[config.mk]
export PLATFORM = sky130hd
export DESIGN_NAME = i2c_seq_top
export DESIGN_NICKNAME = d
export VERILOG_FILES = /design/src/rtl/i2c_seq_pkg.sv /design/src/rtl/i2c_seq_txwin.sv /design/src/rtl/i2c_seq_rxwin.sv /design/src/rtl/i2c_seq_ctrl.sv /design/src/rtl/i2c_seq_top.sv
export SDC_FILE = /design/constraint.sdc
export NUM_CORES = 1
export LEC_CHECK = 0
export ABC_AREA = 1
export BUFFER_PORTS_ARGS = -buffer_cell sky130_fd_sc_hd__buf_2
export CORE_AREA = 2 2 121 123
export CTS_BUF_LIST = sky130_fd_sc_hd__clkbuf_4 sky130_fd_sc_hd__clkbuf_8
export DETAILED_ROUTE_END_ITERATION = 7
export DIE_AREA = 0 0 123 125
export HOLD_SLACK_MARGIN = 0.02
export PLACE_DENSITY_LB_ADDON = 0.2
export SLEW_MARGIN = 10
export SYNTH_ARGS = -nofsm -noshare
export SYNTH_HDL_FRONTEND = slang
export SYNTH_SLANG_ARGS = --single-unit
export TNS_END_PERCENT = 20
[constraint.sdc]
create_clock -name clk -period 2.1 [get_ports clk]
set_input_delay 0.42 -clock clk [delete_from_list [all_inputs] [get_ports clk]]
set_output_delay 0.42 -clock clk [all_outputs]
set_load 0.02 [all_outputs]
[src/rtl/i2c_seq_pkg.sv]
package i2c_seq_pkg;
   typedef enum logic [1:0] {
      OP_START = 2'd0,
      OP_STOP  = 2'd1,
      OP_WRITE = 2'd2,
      OP_READ  = 2'd3
   } bm_op_e;

   typedef enum logic [1:0] {
      PH_IDLE,
      PH_ISSUE,
      PH_WAIT
   } phase_e;

   typedef enum logic [2:0] {
      STP_START,
      STP_ADDR1,
      STP_ADDR2,
      STP_TX,
      STP_RX,
      STP_MIDSTOP,
      STP_STOP
   } step_e;
endpackage

[src/rtl/i2c_seq_txwin.sv]
module i2c_seq_txwin #(
   parameter int WORD_W    = 32,
   parameter int WIN_WORDS = 2,
   parameter int SEL_W     = 2,
   parameter int LEN_W     = 3
) (
   input  logic              clk,
   input  logic              rst_n,
   input  logic              wr,
   input  logic [SEL_W-1:0]  sel,
   input  logic [WORD_W-1:0] wdata,
   input  logic              busy,
   input  logic [LEN_W-1:0]  rd_idx,
   output logic [7:0]        tx_byte
);
   localparam int WIN_W = WORD_W * WIN_WORDS;

   logic [WIN_W-1:0] win;

   for (genvar k = 0; k < WIN_WORDS; k++) begin : g_word
      logic [WORD_W-1:0] q;
      always_ff @(posedge clk or negedge rst_n) begin
         if (!rst_n)
            q <= '0;
         else if (wr && !busy && sel == SEL_W'(k + 2))
            q <= wdata;
      end
      assign win[k*WORD_W +: WORD_W] = q;
   end

   assign tx_byte = win[{rd_idx, 3'b000} +: 8];

   // window frozen while a transaction runs
   a_r10_tx_hold: assert property (@(posedge clk) disable iff (!rst_n)
      (busy && $past(busy)) |-> $stable(win));
endmodule

[src/rtl/i2c_seq_rxwin.sv]
module i2c_seq_rxwin #(
   parameter int NBYTES = 8,
   parameter int LEN_W  = 3
) (
   input  logic                clk,
   input  logic                rst_n,
   input  logic                clr,
   input  logic                we,
   input  logic [LEN_W-1:0]    idx,
   input  logic [7:0]          byte_in,
   output logic [NBYTES*8-1:0] data
);
   for (genvar i = 0; i < NBYTES; i++) begin : g_byte
      logic [7:0] q;
      always_ff @(posedge clk or negedge rst_n) begin
         if (!rst_n)
            q <= '0;
         else if (clr)
            q <= '0;
         else if (we && idx == LEN_W'(i))
            q <= byte_in;
      end
      assign data[i*8 +: 8] = q;
   end
endmodule

[src/rtl/i2c_seq_ctrl.sv]
module i2c_seq_ctrl
   import i2c_seq_pkg::*;
#(
   parameter int LEN_W = 3
) (
   input  logic             clk,
   input  logic             rst_n,
   input  logic             go,
   input  logic             abort,
   input  logic             cause_clr,
   input  logic             cfg_wr,
   input  logic             cfg_rd,
   input  logic             cfg_ten,
   input  logic             cfg_rs,
   input  logic [9:0]       cfg_addr,
   input  logic [LEN_W-1:0] cfg_txl,
   input  logic [LEN_W-1:0] cfg_rxl,
   input  logic [7:0]       tx_byte,
   input  logic             bm_done,
   input  logic             bm_ack,
   output logic             busy,
   output logic             err,
   output logic             cause,
   output logic             bm_req,
   output logic [1:0]       bm_op,
   output logic [7:0]       bm_wbyte,
   output logic             bm_nack,
   output logic [LEN_W-1:0] tx_idx,
   output logic [LEN_W-1:0] rx_idx,
   output logic             rx_we
);
   phase_e           ph;
   step_e            step;
   logic             c_rd, c_ten, c_rs, in_rd, adr_r;
   logic [9:0]       c_addr;
   logic [LEN_W-1:0] c_txl, c_rxl;
   bm_op_e           is_op;
   logic [7:0]       is_b;
   logic             is_nk, fin;

   assign busy  = (ph != PH_IDLE);
   assign fin   = (ph == PH_WAIT) && bm_done && !abort;
   assign rx_we = fin && (step == STP_RX);

   always_comb begin
      is_op = OP_WRITE;
      is_b  = 8'h00;
      is_nk = 1'b0;
      case (step)
         STP_START:            is_op = OP_START;
         STP_STOP,
         STP_MIDSTOP:          is_op = OP_STOP;
         STP_ADDR1:            is_b  = c_ten ? {5'b11110, c_addr[9:8], adr_r}
                                             : {c_addr[6:0], adr_r};
         STP_ADDR2:            is_b  = c_addr[7:0];
         STP_TX:               is_b  = tx_byte;
         STP_RX: begin
            is_op = OP_READ;
            is_nk = (rx_idx == c_rxl);
         end
         default:              is_op = OP_STOP;
      endcase
   end

   always_ff @(posedge clk or negedge rst_n) begin
      if (!rst_n)
         cause <= 1'b0;
      else if (fin && step == STP_STOP)
         cause <= 1'b1;
      else if (cause_clr)
         cause <= 1'b0;
   end

   always_ff @(posedge clk or negedge rst_n) begin
      if (!rst_n) begin
         ph       <= PH_IDLE;
         step     <= STP_START;
         {c_rd, c_ten, c_rs, in_rd, adr_r} <= '0;
         c_addr   <= '0;
         c_txl    <= '0;
         c_rxl    <= '0;
         tx_idx   <= '0;
         rx_idx   <= '0;
         err      <= 1'b0;
         bm_req   <= 1'b0;
         bm_op    <= OP_START;
         bm_wbyte <= '0;
         bm_nack  <= 1'b0;
      end else if (abort) begin
         ph     <= PH_IDLE;
         bm_req <= 1'b0;
      end else begin
         case (ph)
            PH_IDLE: if (go) begin
               c_rd   <= cfg_rd;
               c_ten  <= cfg_ten;
               c_rs   <= cfg_rs;
               c_addr <= cfg_addr;
               c_txl  <= cfg_txl;
               c_rxl  <= cfg_rxl;
               in_rd  <= !cfg_wr;
               adr_r  <= !cfg_wr && !cfg_ten;
               tx_idx <= '0;
               rx_idx <= '0;
               err    <= 1'b0;
               step   <= STP_START;
               ph     <= PH_ISSUE;
            end
            PH_ISSUE: begin
               bm_req   <= 1'b1;
               bm_op    <= is_op;
               bm_wbyte <= is_b;
               bm_nack  <= is_nk;
               ph       <= PH_WAIT;
            end
            PH_WAIT: if (bm_done) begin
               bm_req <= 1'b0;
               ph     <= PH_ISSUE;
               case (step)
                  STP_START: step <= STP_ADDR1;
                  STP_ADDR1:
                     if (!bm_ack) begin err <= 1'b1; step <= STP_STOP; end
                     else if (adr_r) step <= STP_RX;
                     else if (c_ten) step <= STP_ADDR2;
                     else            step <= STP_TX;
                  STP_ADDR2:
                     if (!bm_ack) begin err <= 1'b1; step <= STP_STOP; end
                     else if (in_rd) begin adr_r <= 1'b1; step <= STP_START; end
                     else step <= STP_TX;
                  STP_TX:
                     if (!bm_ack) begin err <= 1'b1; step <= STP_STOP; end
                     else if (tx_idx == c_txl) begin
                        if (!c_rd) step <= STP_STOP;
                        else if (c_rs) begin
                           in_rd <= 1'b1;
                           adr_r <= 1'b1;
                           step  <= STP_START;
                        end else step <= STP_MIDSTOP;
                     end else tx_idx <= tx_idx + 1'b1;
                  STP_MIDSTOP: begin
                     in_rd <= 1'b1;
                     adr_r <= !c_ten;
                     step  <= STP_START;
                  end
                  STP_RX:
                     if (rx_idx == c_rxl) step <= STP_STOP;
                     else rx_idx <= rx_idx + 1'b1;
                  default: ph <= PH_IDLE;
               endcase
            end
            default: ph <= PH_IDLE;
         endcase
      end
   end

   // a gap follows every completion
   a_r11_gap: assert property (@(posedge clk) disable iff (!rst_n)
      bm_done |=> !bm_req);
   // command fields held while requested
   a_r11_stable: assert property (@(posedge clk) disable iff (!rst_n)
      (bm_req && $past(bm_req)) |-> ($stable(bm_op) && $stable(bm_wbyte) && $stable(bm_nack)));
   // after a refused byte only STOP may be requested
   a_r7_err_stop: assert property (@(posedge clk) disable iff (!rst_n)
      (err && bm_req) |-> (bm_op == OP_STOP));
   // cause rises only as the block goes idle
   a_r8_cause_idle: assert property (@(posedge clk) disable iff (!rst_n)
      $rose(cause) |-> !busy);
   // no bus traffic while idle
   a_r2_idle_quiet: assert property (@(posedge clk) disable iff (!rst_n)
      !busy |-> !bm_req);
endmodule

[src/rtl/i2c_seq_top.sv]
module i2c_seq_top #(
   parameter int WORD_W    = 32,
   parameter int WIN_WORDS = 2
) (
   input  logic                          clk,
   input  logic                          rst_n,
   input  logic                          reg_wr,
   input  logic [$clog2(WIN_WORDS+2)-1:0] reg_sel,
   input  logic [WORD_W-1:0]             reg_wdata,
   output logic [WORD_W*WIN_WORDS-1:0]   rx_data,
   output logic                          busy,
   output logic                          err,
   output logic                          cause,
   output logic                          bm_req,
   output logic [1:0]                    bm_op,
   output logic [7:0]                    bm_wbyte,
   output logic                          bm_nack,
   input  logic                          bm_done,
   input  logic                          bm_ack,
   input  logic [7:0]                    bm_rbyte
);
   localparam int NBYTES  = WORD_W * WIN_WORDS / 8;
   localparam int LEN_W   = $clog2(NBYTES);
   localparam int SEL_W   = $clog2(WIN_WORDS + 2);
   localparam int ADR_LSB = 2;
   localparam int TEN_BIT = 12;
   localparam int TXL_LSB = 13;
   localparam int RXL_LSB = TXL_LSB + LEN_W;
   localparam int EN_BIT  = RXL_LSB + LEN_W;
   localparam int RS_BIT  = EN_BIT + 1;

   if (WORD_W % 8 != 0) begin : g_chk_word
      $error("word width must be a whole number of bytes");
   end
   if ((1 << LEN_W) != NBYTES) begin : g_chk_pow
      $error("window byte count must be a power of two");
   end
   if (RS_BIT >= WORD_W) begin : g_chk_fit
      $error("control fields do not fit in one word");
   end

   logic             ctrl_wr, go, abort, cause_clr, rx_we;
   logic [LEN_W-1:0] tx_idx, rx_idx;
   logic [7:0]       tx_byte;

   assign ctrl_wr   = reg_wr && (reg_sel == SEL_W'(0));
   assign go        = ctrl_wr && reg_wdata[EN_BIT] && (reg_wdata[0] || reg_wdata[1]) && !busy;
   assign abort     = ctrl_wr && !reg_wdata[EN_BIT] && busy;
   assign cause_clr = reg_wr && (reg_sel == SEL_W'(1)) && !reg_wdata[0];

   i2c_seq_txwin #(.WORD_W(WORD_W), .WIN_WORDS(WIN_WORDS), .SEL_W(SEL_W), .LEN_W(LEN_W)) u_txwin (
      .clk(clk), .rst_n(rst_n), .wr(reg_wr), .sel(reg_sel), .wdata(reg_wdata),
      .busy(busy), .rd_idx(tx_idx), .tx_byte(tx_byte));

   i2c_seq_rxwin #(.NBYTES(NBYTES), .LEN_W(LEN_W)) u_rxwin (
      .clk(clk), .rst_n(rst_n), .clr(go), .we(rx_we), .idx(rx_idx),
      .byte_in(bm_rbyte), .data(rx_data));

   i2c_seq_ctrl #(.LEN_W(LEN_W)) u_ctrl (
      .clk(clk), .rst_n(rst_n), .go(go), .abort(abort), .cause_clr(cause_clr),
      .cfg_wr(reg_wdata[0]), .cfg_rd(reg_wdata[1]), .cfg_ten(reg_wdata[TEN_BIT]),
      .cfg_rs(reg_wdata[RS_BIT]), .cfg_addr(reg_wdata[ADR_LSB +: 10]),
      .cfg_txl(reg_wdata[TXL_LSB +: LEN_W]), .cfg_rxl(reg_wdata[RXL_LSB +: LEN_W]),
      .tx_byte(tx_byte), .bm_done(bm_done), .bm_ack(bm_ack),
      .busy(busy), .err(err), .cause(cause), .bm_req(bm_req), .bm_op(bm_op),
      .bm_wbyte(bm_wbyte), .bm_nack(bm_nack), .tx_idx(tx_idx), .rx_idx(rx_idx),
      .rx_we(rx_we));

   // disabling while busy goes straight to idle
   a_r9_abort: assert property (@(posedge clk) disable iff (!rst_n)
      (ctrl_wr && !reg_wdata[EN_BIT] && busy) |=> (!busy && !bm_req && $stable(cause)));
endmodule

Yosys cells after proc, flatten, opt, wreduce, memory -nomap -nowiden. Index checks and enable logic that the tools add are counted.

Latch bits: 0. Memories kept: 0. Output and inout bits: 79. Bits of input ports: 47. Logic and storage cells: 205. Bits in writable memories: 0. Memory bits (read-only): 0. Bits in registers: 174.

Reduce and logical (&&, ||, !) cells: 59. Shift-type cells: 1. $mul: 0. Order comparisons: 0. Bitwise logic cells: 1. Mux-type cells: 72. Add/sub/neg operators: 2. Divide/modulo/power cells: 0. Equality and inequality tests: 42.

Operators with widths (number): $mux W8 (17); $shiftx A64 B7 Y8 (1); $mux W3 (17); $logic_and A1 B1 Y1 (24); $pmux W8 S3 (1); $reduce_bool A2 Y1 (11); $eq A3 B3 Y1 const B (7); $mux W1 (21); $ne A2 B2 Y1 const B (9); $pmux W3 S2 (3); $pmux W3 S6 (1); $ne A3 B2 Y1 const B (5); $ne A3 B3 Y1 const B (5); $reduce_and A7 Y1 (2); $eq A3 B2 Y1 const B (4); $pmux W2 S3 (2); $reduce_and A6 Y1 (2); $reduce_and A11 Y1 (1); $pmux W1 S2 (5); $reduce_and A9 Y1 (1); $mux W2 (4); $ne A4 B4 Y1 const B (2); $ne A7 B7 Y1 const B (1); $add A3 B1 Y3 const B (2); other kinds (15) (29).

Depth between registers and ports, before layout. Gate-level depths: netlist of run 1.

Depth after elaboration: 10. Mapped depth: 11. Mapped depth without buffers: 11.

By module. Synthesis of run 1 repeated with hierarchy kept, for this count alone.

Cells, all modules: 1117. Area total of the unflattened synthesis: 8808.4 µm².

Modules (own cells, without submodules): i2c_seq_txwin (area each 3604.7 µm², cells each 454, seq. area each 1601.5 µm², instances 1); i2c_seq_rxwin (area each 2693.8 µm², cells each 311, seq. area each 1601.5 µm², instances 1); i2c_seq_ctrl (area each 2459.9 µm², cells each 339, seq. area each 1151.1 µm², instances 1); i2c_seq_top (area each 50.0 µm², cells each 13, seq. area each 0.0 µm², instances 1).

Worst setup path before layout of run 1. No wires, ideal clock.

Kind: flip-flop to flip-flop. From: register u_ctrl.step[1]. To: register u_rxwin.g_byte[7].q[0]. Setup time: 0.126 ns. Stages on the path, launching flop included: 9. Buffers on the path: 2. Required time: 1.974 ns. Arrival time: 1.455 ns. Period minus slack after synthesis: 1.581 ns. Path slack: 0.519 ns. Cells stage by stage: dfrtp_1 buf_2 inv_1 nand3_1 inv_1 nand3_4 o21ai_4 buf_2 o21ai_0.

Cells in the longest elaborated chain, start to end: 4.

Ends and longest elaborated chain: start, declared (line i2c_seq_ctrl.sv:33) `step_e step;`; start signal, assigned (line i2c_seq_ctrl.sv:77) `step <= STP_START;`; start signal, assigned (line i2c_seq_ctrl.sv:106) `step <= STP_START;`; start signal, assigned (line i2c_seq_ctrl.sv:120) `STP_START: step <= STP_ADDR1;`; $eq A3 B3 Y1 (line i2c_seq_ctrl.sv:43) `assign rx_we = fin && (step == STP_RX);`; $logic_and A1 B1 Y1 (line i2c_seq_ctrl.sv:43); $logic_and A1 B1 Y1 (line i2c_seq_rxwin.sv:20) `else if (we && idx == LEN_W'(i))`; $reduce_bool A2 Y1 (no source line); end signal, assigned (line i2c_seq_rxwin.sv:21) `q <= byte_in;`; end, declared (line i2c_seq_rxwin.sv:14) `logic [7:0] q;`.

Every way passes these cells. A chain may end at the register's enable or synchronous reset.

Final worst setup path of run 1.
From: register u_ctrl.ph[0]. To: output port busy.

Cells in the longest elaborated chain, start to end: 1.

Ends and longest elaborated chain: start, declared (line i2c_seq_ctrl.sv:32) `phase_e ph;`; start signal, assigned (line i2c_seq_ctrl.sv:76) `ph <= PH_IDLE;`; start signal, assigned (line i2c_seq_ctrl.sv:90) `ph <= PH_IDLE;`; start signal, assigned (line i2c_seq_ctrl.sv:107) `ph <= PH_ISSUE;`; $reduce_bool A2 Y1 (line i2c_seq_ctrl.sv:41) `assign busy = (ph != PH_IDLE);`; end, declared (line i2c_seq_top.sv:11) `output logic busy,`.

Every way passes these cells.

==> results of run 1 <==
[layout make-up]
type / count / area share, %
Clock inverter: 11 / 1.757
Timing Repair Buffer: 150 / 8.944
Tap cell: 184 / 2.431
Clock buffer: 19 / 2.761
Multi-Input combinational cell: 705 / 33.85
Sequential cell: 174 / 45.98
Inverter: 108 / 4.281
[synth_stat cells, drive strengths merged]
library cell	count
o31ai	1
nor4	1
xnor2	1
a21o	1
nand4	8
o211ai	7
clkinv	3
o32ai	1
o21ai	136
ha	9
inv	105
nand2	363
nand3	89
xor2	1
nor2	71
dfrtp	174
clkbuf	25
nor3	4
nand3b	1
a21oi	7
o22ai	1
buf	15
a22oi	3
[state kept, by name, summed over array words and instances (netlist names), 2 cells and up]
register and cells:
u_ctrl.bm_wbyte 8, u_ctrl.c_addr 10, u_ctrl.ph 2, u_ctrl.c_txl 3, u_ctrl.tx_idx 3, u_rxwin.g_byte.q 64, u_ctrl.rx_idx 3, u_ctrl.c_rxl 3
u_ctrl.step 3, u_txwin.g_word.q 64, u_ctrl.bm_op 2
[worst max-delay path, cell delays in order (launching register included)]
cell                      delay, ns
sky130_fd_sc_hd__dfrtp_1       0.45
sky130_fd_sc_hd__nor2_2        0.13
sky130_fd_sc_hd__buf_4         0.15
sky130_fd_sc_hd__inv_1         0.06
sky130_fd_sc_hd__buf_2         0.16
[logic make-up (layout without fill, tap and decap cells)]
| group | Yosys count | in the layout | share of synthesized area, % |
|---|---|---|---|
| flip-flops | 174 | 174 | 53.64 |
| AND/OR/NAND/NOR | 537 | 537 | 27.45 |
| adder cells (fa/ha/maj) | 9 | 9 | 1.387 |
| AO/OA/AOI/OAI | 157 | 157 | 10.34 |
| XOR/XNOR | 2 | 2 | 0.2158 |
| buffers and inverters | 148 | 288 | 6.967 |
[final timing paths]
check / from / endpoint / slack, ns / cells past startpoint
min in group asynchronous: rst_n / u_rxwin.g_byte[6].q[0] / 0.34 / 2
setup / recovery: u_ctrl.ph[0] / busy / 0.28 / 4
max in group asynchronous: rst_n / u_rxwin.g_byte[1].q[6] / 1.10 / 3
setup reg to reg: u_ctrl.step[0] / u_rxwin.g_byte[6].q[1] / 0.37 / 9
hold reg to reg: u_ctrl.bm_op[1] / u_ctrl.bm_op[1] / 0.48 / 1
hold / removal: reg_wdata[21] / u_txwin.g_word[0].q[21] / 0.23 / 3
[layer usage]
metal,vias to the layer above,wire length (um),global-route usage [%]
met3,40,1185,4.608
met4,0,451,9.960
met1,3368,8618,36.92
met2,252,9614,44.13
met5,-,0,0
li1,3518,-,-
[stage by stage]
stage,setup slack (ns),area (um2)
after floorplan,0.5186,8118
after global placement,0.2103,9032
after detailed placement,0.1670,9032
after CTS,0.2627,9470
after global routing,0.1915,9470
final,0.2798,9470
[power breakdown]
group	internal [W]	switching, W
registers	0.00450	0.000771
logic	0.00140	0.00240
clock network	0.00134	0.00118
total	0.00724	0.00435
==> out/metrics.yaml, run 1 <==
synth_seq_area_share_pct: 53.64
cts_tree: "built"
syn_inst: 1027
antenna_violating_nets_post_route: 0
antenna_violations_before_repair: 0
clock_transition_at_the_registers_of_the_reported_paths_ns: 0.08
design.die.area_um2: 15380
timing.critical_path.to_type: "primary output"
fp.coreArea_um2: 14200
ctsHoldBuffers: 1
synth.area.top_cells: "sky130_fd_sc_hd__dfrtp_1, sky130_fd_sc_hd__nand2_1, sky130_fd_sc_hd__o21ai_0, sky130_fd_sc_hd__nand3_1, sky130_fd_sc_hd__inv_1"
vias_in_the_first_global_route: 6492
ctsRootBufferMaster: "sky130_fd_sc_hd__clkbuf_8"
placedCellCount: 1320
syn_nets: 1083
hold_path.class: "input pin to register"
yosys_warnings: 0
final.period_utilization_pct: 86.67
gp_congestion: 0.8968
hold_viol: 0
final_cells: 1351
initial_utilization_pct: 57.15
drc_violation_count_after_routing: 0
antenna_cells_inserted: 0
grt_first_pass_wirelength_um: 32610
timing.setup.critical_path_class: "register to primary output"
num_io_pins: 126
timing.max_slew.rel_slack_pct: 60.46
outcome: "complete, no violations"
rsz0062_at_grt: "no"
avgRoutedWirePerCell_um: 14.71
fillerInstances: 1224
worst_slew_pin_slew_ns: 0.5931
p_per_area_nw_per_um2: 1224
ys_seq_elements: 174
detail_route.iter0.violations: 636
fmaxAchievable_mhz: 549.4
wl_um: 19870
worst_skew_pair.late_latency_ns: 0.46
io_buffers: 125
hpwl_um: 13960
syn_area_um2: 8118
die-width_um: 123
post_cts_resize_count: 0
overall_power_consumption_w: 0.01159
cp_data_arrival_time_ns: 1.40
drv_cap: 0
cts_made_buffers: 17
postCtsSetupBuffers: 0
synthesis.area_per_instance_um2: 7.904
finalCoreUtilization_pct: 66.68
drv_slew: 0
layout.cells.most_common: "sky130_fd_sc_hd__nand2_1"
layout_common_cells: "sky130_fd_sc_hd__nand2_1, sky130_fd_sc_hd__dfrtp_1, sky130_fd_sc_hd__o21ai_0"
area_growth_pct: 16.66
layout_cells_sized_above_1_pct: 17.48
register_area_um2: 4354
rows: 44
grt.total_usage_pct: 27.21
synth.largest_area_cell: "sky130_fd_sc_hd__dfrtp_1"
via_per_inst: 5.313
setup-violations-final: 0
cp.required_ns: 1.68
nNetsFinal: 1212
grt_overflow: 0
maximum_fanout_encountered_on_the_critical_timing_path: 5
area_occupied_by_multi_input_gates_um2: 3206
cts.path.max_buffers: 2
drt-pass1-iter-count: 6
grt_max_degree: 69
leakage_power_nw: 5.256
worst_setup_sp_type: "register"
h_tree_depth: 4
clock_sink_count: 174
post_synth_num_cell_types: 34
synthDominantCellAreaShare_pct: 53.64
floorplan.die.height_um: 125
routed-via-count: 7178
finClkSkew_ns: 0.007530
totalNegativeSetupSlack_ns: 0
minimum_clock_period_after_layout_ns: 1.820
worst_hold_slack_ns: 0.2281
vdd.ir_drop.worst_mv: 0.6615
Power figures use the tool's default switching activity.
==> inputs of run 2 (changes only) <==
==> constraint.sdc (replaced) <==
create_clock -name clk -period 2.1 [get_ports clk]
set_input_delay 0.21 -clock clk [delete_from_list [all_inputs] [get_ports clk]]
set_output_delay 0.21 -clock clk [all_outputs]
set_load 0.02 [all_outputs]
==> run 2 against run 1 <==
Worst setup slack got worse by 0.093 ns. Core utilization increased by 0.61 points. Clock power increased by 3%. Maximum frequency decreased by 4.8%. Highest routed layer unchanged. Global-route usage increased by 0.19 points. Worst hold slack got worse by 0.20 ns. Via count increased by 0.25%. Clock skew increased by 0.0019 ns.
==> out/metrics.yaml, run 2 (synthesized netlist as in run 1, its figures left out) <==
rsz0062_at_grt: "no"
setup-violations-final: 0
rows: 44
grt.total_usage_pct: 27.41
antenna_cells_inserted: 0
routed-via-count: 7196
antenna_violating_nets_post_route: 0
nNetsFinal: 1218
r2r-start: "u_ctrl.ph[0]"
leakage_power_nw: 5.296
drt-pass1-iter-count: 5
hpwl_um: 14030
area_growth_pct: 17.73
worst_slew_pin_slew_ns: 0.6042
cp.required_ns: 2.50
cp_cell_sequence: "nor2_2, nor2_1, nand2_1, nand3_4, nor2_4, nand2_2, inv_2, nand2_1, nand2_1"
p_per_area_nw_per_um2: 1221
timing.max_slew.rel_slack_pct: 59.72
hold_viol: 0
layout_common_cells: "sky130_fd_sc_hd__nand2_1, sky130_fd_sc_hd__dfrtp_1, sky130_fd_sc_hd__o21ai_0"
wl_um: 20300
layout_cells_sized_above_1_pct: 17.36
via_per_inst: 5.295
worst_skew_pair.late_latency_ns: 0.47
vdd.ir_drop.worst_mv: 0.5663
area_occupied_by_multi_input_gates_um2: 3206
minimum_clock_period_after_layout_ns: 1.913
vias_in_the_first_global_route: 6607
grt_overflow: 0
outcome: "complete, no violations"
endpoint_of_the_worst_hold_timing_path: "u_txwin.g_word[0].q[17]"
final_cells: 1359
finClkSkew_ns: 0.009438
worst_hold_path.num_cells: 3
layout.cells.most_common: "sky130_fd_sc_hd__nand2_1"
worst_path_max_delay_cell: "sky130_fd_sc_hd__dfrtp_1"
design.die.area_um2: 15380
io_buffers: 125
grt_max_degree: 65
cts_made_buffers: 17
hold_path.class: "input pin to register"
drv_cap: 0
floorplan.die.height_um: 125
crit_path_max_incr_delay_ns: 0.45
crit_path_frequent_cell: "sky130_fd_sc_hd__nand2_1"
finalCoreUtilization_pct: 67.28
fp.coreArea_um2: 14200
num_io_pins: 126
final.period_utilization_pct: 91.08
globalRouteMet1Util_pct: 37.38
maximum_fanout_encountered_on_the_critical_timing_path: 9
clock_sink_count: 174
detailed_place.area_um2: 9017
placedCellCount: 1318
grt_first_pass_wirelength_um: 32860
timing.critical_path.to_type: "register"
timing.reg2reg.setup_slack_ns: 0.19
drv_slew: 0
cp_data_arrival_time_ns: 2.32
fin_area_um2: 9557
detail_route.iter0.violations: 610
die-width_um: 123
fillerInstances: 1223
drc_violation_count_after_routing: 0
cts.path.max_buffers: 2
h_tree_depth: 4
top_regs: "u_rxwin.g_byte.q: 64 flops, u_txwin.g_word.q: 64 flops, u_ctrl.c_addr: 10 flops"
rr_worst_depth: 9
totalNegativeSetupSlack_ns: 0
reg2reg_to: "u_rxwin.g_byte[6].q[5]"
worst_hold_slack_ns: 0.03179
post_cts_resize_count: 0
grt_use_met3_pct: 4.699
cts_tree: "built"
gp_congestion: 0.8851
worst_setup_sp_type: "register"
antenna_violations_before_repair: 0
initial_utilization_pct: 57.15
ctsRootBufferMaster: "sky130_fd_sc_hd__clkbuf_8"
grt.met2_usage_pct: 43.58
register_area_um2: 4354
timing.setup.critical_path_class: "register to register"
clock_transition_at_the_registers_of_the_reported_paths_ns: 0.08
fmaxAchievable_mhz: 522.8
avgRoutedWirePerCell_um: 14.94
gr-max-usage-layer: "met2"
min_from: "reg_wdata[17]"
[run 2: cell count changes in the layout (fill, tap and decap cells not counted), sizes merged]
cell,delta
clkinvlp,-1
buf,-2
dlygate4sd3,+8
inv,+1
clkbuf,+4
clkinv,-2
[run 2: per-stage QoR]
stage	setup slack, ns	power [W]
6_report	0.1873	0.01167
2_1_floorplan	0.5186	0.007835
4_1_cts	0.1810	0.01170
5_1_grt	0.02898	0.01255
3_3_place_gp	0.2954	0.008966
3_5_place_dp	0.2221	0.009085
[run 2: area by class of cell]
cell class	count	area share, %
sequential	174	45.56
tap	184	2.409
clock buffer	23	3.051
multi-input combinational	705	33.54
timing repair buffer	156	9.544
inverter	108	4.242
clock inverter	9	1.650
[run 2: worst max-delay path: cells and delay by family (launching register included)]
| kind | cells | cell delay (ns) |
|---|---|---|
| flip-flops | 1 | 0.45 |
| buffers and inverters | 1 | 0.16 |
| AND/OR/NAND/NOR | 8 | 1.24 |
[run 2: per-layer routing]
| layer | up-vias | share of wire (%) |
|---|---|---|
| met3 | 49 | 6.0 |
| met2 | 249 | 48 |
| met1 | 3364 | 43 |
| li1 | 3534 | - |
| met5 | - | 0 |
| met4 | 0 | 3.0 |
[run 2: what timing repair did]
action                                 in CTS  in global routing
hold buffers                                9                  0
buffers inserted                            0                  0
endpoints found under the hold margin      61                  0
[run 2: how the worst max path moves through the flow]
stage	startpoint	end	cells after the start
detailed placement	u_ctrl.ph[0]	u_rxwin.g_byte[6].q[7]	9
CTS	u_ctrl.ph[0]	u_rxwin.g_byte[6].q[5]	9
floorplan	u_ctrl.step[1]	u_rxwin.g_byte[7].q[0]	8
finish	u_ctrl.ph[0]	u_rxwin.g_byte[6].q[5]	9
global placement	u_ctrl.ph[0]	u_rxwin.g_byte[1].q[2]	9
global route	u_ctrl.ph[0]	u_rxwin.g_byte[6].q[7]	9
[run 2: report_power, final]
group	leakage (nW)	total (W)	switching, W	internal [W]
Clock	0.224	0.00260	0.00118	0.00142
Combinational	2.81	0.00381	0.00242	0.00139
Sequential	2.26	0.00526	0.000764	0.00450
Total	5.30	0.0117	0.00436	0.00731
